**config.mk**
```make
export PLATFORM = sky130hd
export DESIGN_NAME = srclist_fetch
export DESIGN_NICKNAME = d
export VERILOG_FILES = /design/src/rtl/llf_pkg.sv /design/src/rtl/llf_cmd_decode.sv /design/src/rtl/llf_hdr_reader.sv /design/src/rtl/llf_walk_fsm.sv /design/src/rtl/srclist_fetch.sv
export SDC_FILE = /design/constraint.sdc
export NUM_CORES = 1
export LEC_CHECK = 0
export BUFFER_PORTS_ARGS = -buffer_cell sky130_fd_sc_hd__buf_2
export CORE_MARGIN = 1.5
export CORE_UTILIZATION = 58
export CTS_CLUSTER_DIAMETER = 200
export CTS_CLUSTER_SIZE = 28
export DETAILED_ROUTE_END_ITERATION = 8
export GPL_TIMING_DRIVEN = 0
export PLACE_DENSITY = 0.9
export SKIP_CTS_REPAIR_TIMING = 1
export SLEW_MARGIN = 40
export SYNTH_ARGS = -nofsm -noshare
export SYNTH_HDL_FRONTEND = slang
export SYNTH_SLANG_ARGS = --single-unit
export TNS_END_PERCENT = 1
```
**constraint.sdc**
```tcl
create_clock -name clk -period 6.95 [get_ports clk]
set_input_delay 0 -clock clk [delete_from_list [all_inputs] [get_ports clk]]
set_output_delay 0 -clock clk [all_outputs]
set_load 0.03 [all_outputs]
```
**src/rtl/llf_pkg.sv**
```systemverilog
package llf_pkg;

  typedef enum logic [1:0] {
    OP_NOP   = 2'b00,
    OP_LOAD  = 2'b01,
    OP_INIT  = 2'b10,
    OP_LIMIT = 2'b11
  } llf_op_e;

  typedef enum logic [2:0] {
    ST_IDLE,
    ST_READ_HDR,
    ST_ISSUE_DMA,
    ST_WAIT_DMA,
    ST_DONE
  } llf_walk_e;

  typedef enum logic [2:0] {
    HP_IDLE,
    HP_ASK_NEXT,
    HP_WAIT_NEXT,
    HP_ASK_COUNT,
    HP_WAIT_COUNT
  } llf_hdr_e;

  localparam int CMD_W       = 32;
  localparam int OP_LSB      = 30;
  localparam int CFG_IDX_LSB = 24;
  localparam int CFG_IDX_W   = 4;
  localparam int CFG_VAL_W   = 16;

endpackage

```
**src/rtl/llf_cmd_decode.sv**
```systemverilog
module llf_cmd_decode
  import llf_pkg::*;
#(
  parameter int AW        = 16,
  parameter int NODE_W    = 8,
  parameter int LIMIT_RST = 16
) (
  input  logic                 clk,
  input  logic                 rst_n,
  input  logic [CMD_W-1:0]     cmd_word,
  input  logic                 cmd_fire,
  output logic                 load_fire,
  output logic [AW-1:0]        head_ptr,
  output logic [NODE_W-1:0]    limit,
  output logic                 cfg_we,
  output logic [CFG_IDX_W-1:0] cfg_idx,
  output logic [CFG_VAL_W-1:0] cfg_data
);

  llf_op_e               op;
  logic                  limit_en;
  logic                  cfg_en;
  logic [NODE_W-1:0]     limit_q;
  logic                  we_q;
  logic [CFG_IDX_W-1:0]  idx_q;
  logic [CFG_VAL_W-1:0]  val_q;
  logic                  unused_cmd_bits;

  always_comb begin
    op        = llf_op_e'(cmd_word[OP_LSB +: 2]);
    load_fire = cmd_fire && (op == OP_LOAD);
    limit_en  = cmd_fire && (op == OP_LIMIT);
    cfg_en    = cmd_fire && (op == OP_INIT);
    head_ptr  = cmd_word[AW-1:0];
  end

  assign unused_cmd_bits = ^cmd_word;

  always_ff @(posedge clk or negedge rst_n) begin
    if (!rst_n) begin
      limit_q <= NODE_W'(LIMIT_RST);
    end else if (limit_en) begin
      limit_q <= cmd_word[NODE_W-1:0];
    end
  end

  always_ff @(posedge clk or negedge rst_n) begin
    if (!rst_n) begin
      we_q <= 1'b0;
    end else begin
      we_q <= cfg_en;
    end
  end

  always_ff @(posedge clk or negedge rst_n) begin
    if (!rst_n) begin
      idx_q <= '0;
      val_q <= '0;
    end else if (cfg_en) begin
      idx_q <= cmd_word[CFG_IDX_LSB +: CFG_IDX_W];
      val_q <= cmd_word[CFG_VAL_W-1:0];
    end
  end

  assign limit    = limit_q;
  assign cfg_we   = we_q;
  assign cfg_idx  = idx_q;
  assign cfg_data = val_q;

endmodule

```
**src/rtl/llf_hdr_reader.sv**
```systemverilog
module llf_hdr_reader
  import llf_pkg::*;
#(
  parameter int AW    = 16,
  parameter int DW    = 16,
  parameter int LEN_W = 8
) (
  input  logic             clk,
  input  logic             rst_n,
  input  logic             kick,
  input  logic [AW-1:0]    base,
  output logic             rd_req,
  output logic [AW-1:0]    rd_addr,
  input  logic             rd_valid,
  input  logic [DW-1:0]    rd_data,
  output logic             hdr_done,
  output logic [AW-1:0]    hdr_next,
  output logic [LEN_W-1:0] hdr_count
);

  llf_hdr_e        phase_q, phase_d;
  logic [AW-1:0]   base_q;
  logic [AW-1:0]   next_q;
  logic            base_en;
  logic            next_en;
  logic            unused_rd_bits;

  always_comb begin
    phase_d = phase_q;
    case (phase_q)
      HP_IDLE:       if (kick) phase_d = HP_ASK_NEXT;
      HP_ASK_NEXT:   phase_d = HP_WAIT_NEXT;
      HP_WAIT_NEXT:  if (rd_valid) phase_d = HP_ASK_COUNT;
      HP_ASK_COUNT:  phase_d = HP_WAIT_COUNT;
      HP_WAIT_COUNT: if (rd_valid) phase_d = HP_IDLE;
      default:       phase_d = HP_IDLE;
    endcase
  end

  always_comb begin
    base_en = (phase_q == HP_IDLE) && kick;
    next_en = (phase_q == HP_WAIT_NEXT) && rd_valid;
  end

  always_ff @(posedge clk or negedge rst_n) begin
    if (!rst_n) begin
      phase_q <= HP_IDLE;
    end else begin
      phase_q <= phase_d;
    end
  end

  always_ff @(posedge clk or negedge rst_n) begin
    if (!rst_n) begin
      base_q <= '0;
    end else if (base_en) begin
      base_q <= base;
    end
  end

  always_ff @(posedge clk or negedge rst_n) begin
    if (!rst_n) begin
      next_q <= '0;
    end else if (next_en) begin
      next_q <= rd_data[AW-1:0];
    end
  end

  assign unused_rd_bits = ^rd_data;

  always_comb begin
    rd_req    = (phase_q == HP_ASK_NEXT) || (phase_q == HP_ASK_COUNT);
    rd_addr   = (phase_q == HP_ASK_COUNT) ? base_q + AW'(1) : base_q;
    hdr_done  = (phase_q == HP_WAIT_COUNT) && rd_valid;
    hdr_next  = next_q;
    hdr_count = rd_data[LEN_W-1:0];
  end

endmodule

```
**src/rtl/llf_walk_fsm.sv**
```systemverilog
module llf_walk_fsm
  import llf_pkg::*;
#(
  parameter int AW     = 16,
  parameter int LEN_W  = 8,
  parameter int NODE_W = 8
) (
  input  logic              clk,
  input  logic              rst_n,
  input  logic              load_fire,
  input  logic [AW-1:0]     head_ptr,
  input  logic [NODE_W-1:0] limit,
  input  logic              hdr_done,
  input  logic [AW-1:0]     hdr_next,
  input  logic [LEN_W-1:0]  hdr_count,
  input  logic              dma_ack,
  input  logic              dma_done,
  output logic              cmd_ready,
  output logic              hdr_kick,
  output logic [AW-1:0]     node_ptr,
  output logic              dma_req,
  output logic [AW-1:0]     dma_addr,
  output logic [LEN_W-1:0]  dma_len,
  output logic              done,
  output logic              walk_err
);

  localparam logic [AW-1:0] END_PTR = '1;

  llf_walk_e          state_q, state_d;
  logic [AW-1:0]      ptr_q, ptr_d;
  logic [LEN_W-1:0]   cnt_q, cnt_d;
  logic [NODE_W-1:0]  nodes_q, nodes_d;
  logic               err_q, err_d;
  logic               kick_q, kick_d;
  logic [NODE_W:0]    visited;
  logic               step;

  always_comb begin
    visited = (state_q == ST_READ_HDR) ? ({1'b0, nodes_q} + (NODE_W+1)'(1))
                                       : {1'b0, nodes_q};
  end

  always_comb begin
    state_d = state_q;
    ptr_d   = ptr_q;
    cnt_d   = cnt_q;
    nodes_d = nodes_q;
    err_d   = err_q;
    kick_d  = 1'b0;
    step    = 1'b0;
    case (state_q)
      ST_IDLE: begin
        if (load_fire) begin
          nodes_d = '0;
          err_d   = 1'b0;
          ptr_d   = head_ptr;
          if (head_ptr == END_PTR) begin
            state_d = ST_DONE;
          end else if (limit == '0) begin
            state_d = ST_DONE;
            err_d   = 1'b1;
          end else begin
            state_d = ST_READ_HDR;
            kick_d  = 1'b1;
          end
        end
      end
      ST_READ_HDR: begin
        if (hdr_done) begin
          nodes_d = visited[NODE_W-1:0];
          cnt_d   = hdr_count;
          if (hdr_count != '0) state_d = ST_ISSUE_DMA;
          else                 step    = 1'b1;
        end
      end
      ST_ISSUE_DMA: if (dma_ack)  state_d = ST_WAIT_DMA;
      ST_WAIT_DMA:  if (dma_done) step    = 1'b1;
      ST_DONE:      state_d = ST_IDLE;
      default:      state_d = ST_IDLE;
    endcase
    if (step) begin
      if (hdr_next == END_PTR) begin
        state_d = ST_DONE;
      end else if (visited >= {1'b0, limit}) begin
        state_d = ST_DONE;
        err_d   = 1'b1;
      end else begin
        ptr_d   = hdr_next;
        state_d = ST_READ_HDR;
        kick_d  = 1'b1;
      end
    end
  end

  always_ff @(posedge clk or negedge rst_n) begin
    if (!rst_n) begin
      state_q <= ST_IDLE;
      kick_q  <= 1'b0;
      err_q   <= 1'b0;
    end else begin
      state_q <= state_d;
      kick_q  <= kick_d;
      err_q   <= err_d;
    end
  end

  always_ff @(posedge clk or negedge rst_n) begin
    if (!rst_n) begin
      ptr_q   <= '0;
      cnt_q   <= '0;
      nodes_q <= '0;
    end else begin
      ptr_q   <= ptr_d;
      cnt_q   <= cnt_d;
      nodes_q <= nodes_d;
    end
  end

  always_comb begin
    cmd_ready = (state_q == ST_IDLE);
    hdr_kick  = kick_q;
    node_ptr  = ptr_q;
    dma_req   = (state_q == ST_ISSUE_DMA);
    dma_addr  = ptr_q + AW'(2);
    dma_len   = cnt_q;
    done      = (state_q == ST_DONE);
    walk_err  = err_q;
  end

endmodule

```
**src/rtl/srclist_fetch.sv**
```systemverilog
module srclist_fetch
  import llf_pkg::*;
#(
  parameter int AW        = 16,
  parameter int DW        = 16,
  parameter int LEN_W     = 8,
  parameter int NODE_W    = 8,
  parameter int LIMIT_RST = 16
) (
  input  logic                 clk,
  input  logic                 rst_n,
  input  logic                 cmd_valid,
  input  logic [CMD_W-1:0]     cmd_word,
  output logic                 cmd_ready,
  output logic                 mem_rd_req,
  output logic [AW-1:0]        mem_rd_addr,
  input  logic                 mem_rd_valid,
  input  logic [DW-1:0]        mem_rd_data,
  output logic                 dma_req,
  output logic [AW-1:0]        dma_addr,
  output logic [LEN_W-1:0]     dma_len,
  input  logic                 dma_ack,
  input  logic                 dma_done,
  output logic                 cfg_we,
  output logic [CFG_IDX_W-1:0] cfg_idx,
  output logic [CFG_VAL_W-1:0] cfg_data,
  output logic                 done,
  output logic                 walk_err
);

  logic              cmd_fire;
  logic              load_fire;
  logic [AW-1:0]     head_ptr;
  logic [NODE_W-1:0] limit;
  logic              hdr_kick;
  logic [AW-1:0]     node_ptr;
  logic              hdr_done;
  logic [AW-1:0]     hdr_next;
  logic [LEN_W-1:0]  hdr_count;

  assign cmd_fire = cmd_valid && cmd_ready;

  llf_cmd_decode #(
    .AW(AW), .NODE_W(NODE_W), .LIMIT_RST(LIMIT_RST)
  ) u_decode (
    .clk(clk), .rst_n(rst_n),
    .cmd_word(cmd_word), .cmd_fire(cmd_fire),
    .load_fire(load_fire), .head_ptr(head_ptr), .limit(limit),
    .cfg_we(cfg_we), .cfg_idx(cfg_idx), .cfg_data(cfg_data)
  );

  llf_hdr_reader #(
    .AW(AW), .DW(DW), .LEN_W(LEN_W)
  ) u_hdr (
    .clk(clk), .rst_n(rst_n),
    .kick(hdr_kick), .base(node_ptr),
    .rd_req(mem_rd_req), .rd_addr(mem_rd_addr),
    .rd_valid(mem_rd_valid), .rd_data(mem_rd_data),
    .hdr_done(hdr_done), .hdr_next(hdr_next), .hdr_count(hdr_count)
  );

  llf_walk_fsm #(
    .AW(AW), .LEN_W(LEN_W), .NODE_W(NODE_W)
  ) u_walk (
    .clk(clk), .rst_n(rst_n),
    .load_fire(load_fire), .head_ptr(head_ptr), .limit(limit),
    .hdr_done(hdr_done), .hdr_next(hdr_next), .hdr_count(hdr_count),
    .dma_ack(dma_ack), .dma_done(dma_done),
    .cmd_ready(cmd_ready), .hdr_kick(hdr_kick), .node_ptr(node_ptr),
    .dma_req(dma_req), .dma_addr(dma_addr), .dma_len(dma_len),
    .done(done), .walk_err(walk_err)
  );

endmodule

```
# == Word-level counts from Yosys, hierarchy flattened ==
# Cells that the tools add are included.
# totals
register_bits,101
in_bits,54
# classes
mux,42
n_eq_ne,23
n_addsub,3
n_lt_le_gt_ge,1
reduce_logical,17
# op_table
op,n
16-bit two-way mux,6
3-bit two-way mux,12
16-bit equality test (second input constant),2
1-bit two-way mux,17
16-bit by 1-bit adder with 16-bit output (second input constant),1
16-bit by 2-bit adder with 16-bit output (second input constant),1
8-bit two-way mux,2
8-bit one-hot mux with 2 select lines,1
3-bit one-hot mux with 5 select lines,1
3-bit by 2-bit equality test with 1-bit output (second input constant),4
3-bit one-hot mux with 4 select lines,1
8-bit by 1-bit adder with 9-bit output (second input constant),1
9-bit by 8-bit greater-or-equal comparator with 1-bit output,1
9-bit two-way mux,1
8-bit zero test,1
8-bit nonzero test,1
1-bit logical AND,7
3-bit by 1-bit equality test with 1-bit output (second input constant),2
3-bit equality test (second input constant),2
3-bit zero test,2
2-bit by 1-bit != test with 1-bit output (second input constant),3
2-bit != test (second input constant),3
3-bit by 1-bit != test with 1-bit output (second input constant),2
3-bit by 2-bit != test with 1-bit output (second input constant),2
8 further kinds,10

# == Depth between registers and ports, before layout ==
# logic_depth
ltp_word,8
depth_mapped,13
ltp_nobuf,11

# == Cells and area by module ==
# A second synthesis with hierarchy kept.
# hier_totals
hier_cells,491
area_unflattened_um2,5579.1
# by_module_without_submodules
mod,cells_each,area_per_inst_um2,seq_area_each_um2,instances
llf_walk_fsm,271,2513.7,925.9,1
llf_hdr_reader,139,1761.7,875.8,1
llf_cmd_decode,80,1297.5,726.9,1
srclist_fetch,1,6.3,0.0,1

# == Worst setup path after synthesis ==
# Ideal clock, no wire load.
# synth_timing
kind,reg-to-reg
startpoint,register u_walk.state_q[2]
endpoint,register u_walk.ptr_q[10] (netlist: u_walk.node_ptr[10])
slack_ns,3.541
setup_ns,0.125
arrival_ns,3.284
path_stages_with_launch,14
cell_sequence,dfrtp_1 -> clkbuf_8 -> nor3b_1 -> clkbuf_1 -> and4_1 -> clkbuf_1 -> nand3_1 -> xnor2_1 -> ha_1 -> a41o_1 -> or4_4 -> a21oi_4 -> buf_12 -> mux2_4
# synth_between
elab_chain_len,8
word_cells_on_any_way,13
classes_between,order compare: 1; eq/ne: 2; mux: 7; reduce/logical: 3
# synth_rtl
item,line_no,source
"start, declared",llf_walk_fsm.sv:30,"llf_walk_e state_q, state_d;"
"start signal, assigned",llf_walk_fsm.sv:102,state_q <= state_d;
"parallel branches: the longest is 7 deep, another holds 9-bit by 8-bit greater-or-equal comparator with 1-bit output",n/a,
16-bit two-way mux (*),llf_walk_fsm.sv:82,if (step) begin
net u_walk.ptr_d[10],llf_walk_fsm.sv:31,"logic [AW-1:0] ptr_q, ptr_d;"
"end signal, assigned",llf_walk_fsm.sv:114,ptr_q <= ptr_d;
"end, declared",llf_walk_fsm.sv:31,
# Mark *: on every way through the listed nets, which the timed path passes.
# A chain may end at the register's enable or synchronous reset.

# == Final worst setup path ==
# layout_timing
startpoint,register u_walk.state_q[2]
endpoint,register u_walk.ptr_q[6] (netlist: u_walk.node_ptr[6])
# The elaborated chain is that of the path after synthesis.

==> flow_summary.json <==
{
  "hp-start": "dma_done",
  "grt_usage_pct": 26.4,
  "clock_latency_ns": 0.39,
  "syn_area_sq_um": 5210,
  "hold_end": "u_walk.state_q[1]",
  "hold_path.class": "input port to flip-flop",
  "required_ns": 7.20,
  "path_class": "flip-flop to flip-flop",
  "leakagePower_nw": 3.14,
  "switchingPower_mw": 1.28,
  "wl_per_cell_um": 19.3,
  "cpPeakStageDelay_ns": 0.53,
  "final_common_cell": "buf_2",
  "drv_slew": 0,
  "hold_depth": 4,
  "finalCriticalPeriod_ns": 3.95,
  "grt_pass1_wl_mm": 20.2,
  "drt_iter0_markers": 251,
  "synth_ff_type": "dfrtp_1",
  "use_met3_pct": 4.44,
  "maxSlewHeadroom_pct": 52.2,
  "via_count": 4333,
  "worst_slew_pin_slew_ns": 0.706,
  "grt-busiest-layer": "met2",
  "fmax_mhz": 253,
  "place_ws_ns": 3.13,
  "p_total_mw": 2.85,
  "hpwlAfterDp_mm": 9.25,
  "area_growth_pct": 25.5,
  "crit_path_start": "u_walk.state_q[2]",
  "sw_frac_of_total_pct": 44.9,
  "fin_crit_sh_pct": 56.9,
  "drt-pass1-iter-count": 5,
  "portBuffers": 109,
  "fin_util_pct": 74.9,
  "critPathCaptureType": "flip-flop",
  "antenna_found_initial": 1,
  "drv_cap": 0,
  "synth-seq-cells": 101,
  "grt_pass1_vias": 4192,
  "die_w_um": 97.8,
  "arrival_ns": 4.21,
  "wirelength_mm": 14.1,
  "syn_nets": 523,
  "peakVddDrop_mv": 0.274,
  "crit_top_cell": "clkbuf_1",
  "async_flop_share_pct": 100,
  "cp_max_fo": 10,
  "detail-route-antenna-nets": 0,
  "status": "finished, violations left",
  "yosysWarnings": 0,
  "combinationalPowerShare_pct": 47.8,
  "cts_tree": "built",
  "grt-ovfl-total": 0,
  "synthCells": 457,
  "htreeDepth": 3,
  "timing.hold.ws_ns": -0.00765,
  "drive_above_1_share_pct": 37.1,
  "r2r_start": "u_walk.state_q[2]",
  "ioPinCount": 120,
  "power_density_nw_per_um2": 436,
  "clockBufferDepth": 2,
  "worst_slack_ns": 3.00,
  "clockRootBuffer": "clkbuf_8",
  "cp_slowest_cell": "or4_4",
  "drc": 0,
  "nets": 682,
  "final-setup-viol-count": 0,
  "synth.distinct_cells": 53,
  "clock-sinks": 101,
  "final_cell_mix": "buf_2, dfrtp_1, mux2_2",
  "internal-power_mw": 1.57,
  "via_per_inst": 5.94,
  "power_frac_clock_pct": 13.6,
  "die-area_sq_um": 9560,
  "cts_buffers": 9,
  "die-height_um": 97.8,
  "grt_max_degree": 55,
  "violations": "hold timing",
  "cp_cell_sequence": "clkbuf_8, nor3b_1, clkbuf_1, and4_1, clkbuf_1, nand3_1, xnor2_1, ha_1, a41o_1, or4_4, a21oi_4, buf_12, mux2_4",
  "r2r_cells": 13,
  "crit_path_start_kind": "flip-flop",
  "fp-row-count": 34,
  "rsz0062_at_grt": "no",
  "synth_edf_count": 0,
  "avgSynthCellArea_sq_um": 11.4,
  "clock-skew-final_ns": 0.0240,
  "r2r_setup_slack_ns": 3.00,
  "gp_congestion": 0.890,
  "yosysSeqAreaShare_pct": 48.6,
  "use_met1_pct": 33.4,
  "core_sq_um": 8720,
  "hold_viol_final": 1,
  "r2r_end": "u_walk.node_ptr[6]",
  "p_seq_share_pct": 38.6,
  "fill_cells": 542,
  "finalSetupTns_ns": 0,
  "use_met2_pct": 45.7,
  "path_clk_slew_ns": 0.09,
  "start_util_pct": 59.7
}
cells by family after synthesis:
kind of cell	after synthesis	share of synthesized area, %
AO/OA/AOI/OAI	35	4.73
XOR/XNOR	35	5.89
adder cells (fa/ha/maj)	12	2.88
buffers and inverters	31	3.34
flip-flops	101	48.6
multiplexers	88	19.7
AND/OR/NAND/NOR	155	14.9
per-stage QoR:
stage                     instances  instance area [sq um]
final                           729                   6540
after global routing            729                   6540
after CTS                       690                   6130
after detailed placement        675                   5940
after global placement          674                   5890
after floorplan                 457                   5210
critical path, delay by kind of cell (launching register included):
family	cells	cell delay, ns
adder cells (fa/ha/maj)	1	0.20
buffers and inverters	4	0.99
AND/OR/NAND/NOR	4	1.20
AO/OA/AOI/OAI	2	0.55
flip-flops	1	0.40
XOR/XNOR	1	0.17
multiplexers	1	0.31
synth_stat cells (all sizes together) (5+ instances only):
master,count,area [sq um]
dfrtp,100,2500
mux2,87,1010
nand2,67,251
xnor2,25,219
nand3,18,90.1
clkbuf,15,86.3
nor2,15,56.3
nand4,13,81.3
o21ai,13,65.1
ha,12,150
inv,11,41.3
xor2,10,87.6
nor3,7,35.0
and3,6,40.0
buf,5,46.3
nor4,5,31.3
cell type report:
type	instances	area, sq um	share of cell area (%)
repair buffers	148	963	14.7
diodes	1	2.50	0.0383
clock buffers	9	124	1.90
flip-flops and latches	101	2530	38.7
well taps	108	135	2.07
multi-input cells	325	2540	38.8
inverters	11	41.3	0.632
clock inverters	6	72.6	1.11
plain buffers	20	133	2.03
sequential cells by signal, summed over array words and instances (netlist names):
signal and flops:
u_decode.cfg_data 16, u_decode.cfg_idx 4, u_decode.cfg_we 1, u_decode.limit 8, u_hdr.base_q 16, u_hdr.hdr_next 16, u_hdr.phase_q 3, u_walk.dma_len 8
u_walk.hdr_kick 1, u_walk.node_ptr 16, u_walk.nodes_q 8, u_walk.state_q 3, u_walk.walk_err 1
power groups by stage:
stage          registers, mW  clock network (mW)  logic [mW]
2_1_floorplan           1.18                   0       0.821
3_3_place_gp            1.06                   0        1.26
3_5_place_dp            1.08                   0        1.31
4_1_cts                 1.07               0.382        1.31
5_1_grt                 1.13               0.412        1.44
6_report                1.10               0.388        1.36
how the worst max path moves through the flow:
stage / endpoint / slack (ns)
global placement: u_walk.node_ptr[12] / 3.17
floorplan: u_walk.node_ptr[10] / 3.54
finish: u_walk.node_ptr[6] / 3.00
CTS: u_walk.node_ptr[8] / 3.10
detailed placement: u_walk.node_ptr[14] / 3.13
global route: u_walk.node_ptr[10] / 2.80
metal layers:
| layer | part of all wire (%) | routed length (um) |
|---|---|---|
| met5 | 0 | 0 |
| met1 | 38 | 5410 |
| met4 | 6.2 | 870 |
| met2 | 49 | 6940 |
| met3 | 6.1 | 857 |
No activity file was read; power rests on OpenSTA's default activity.
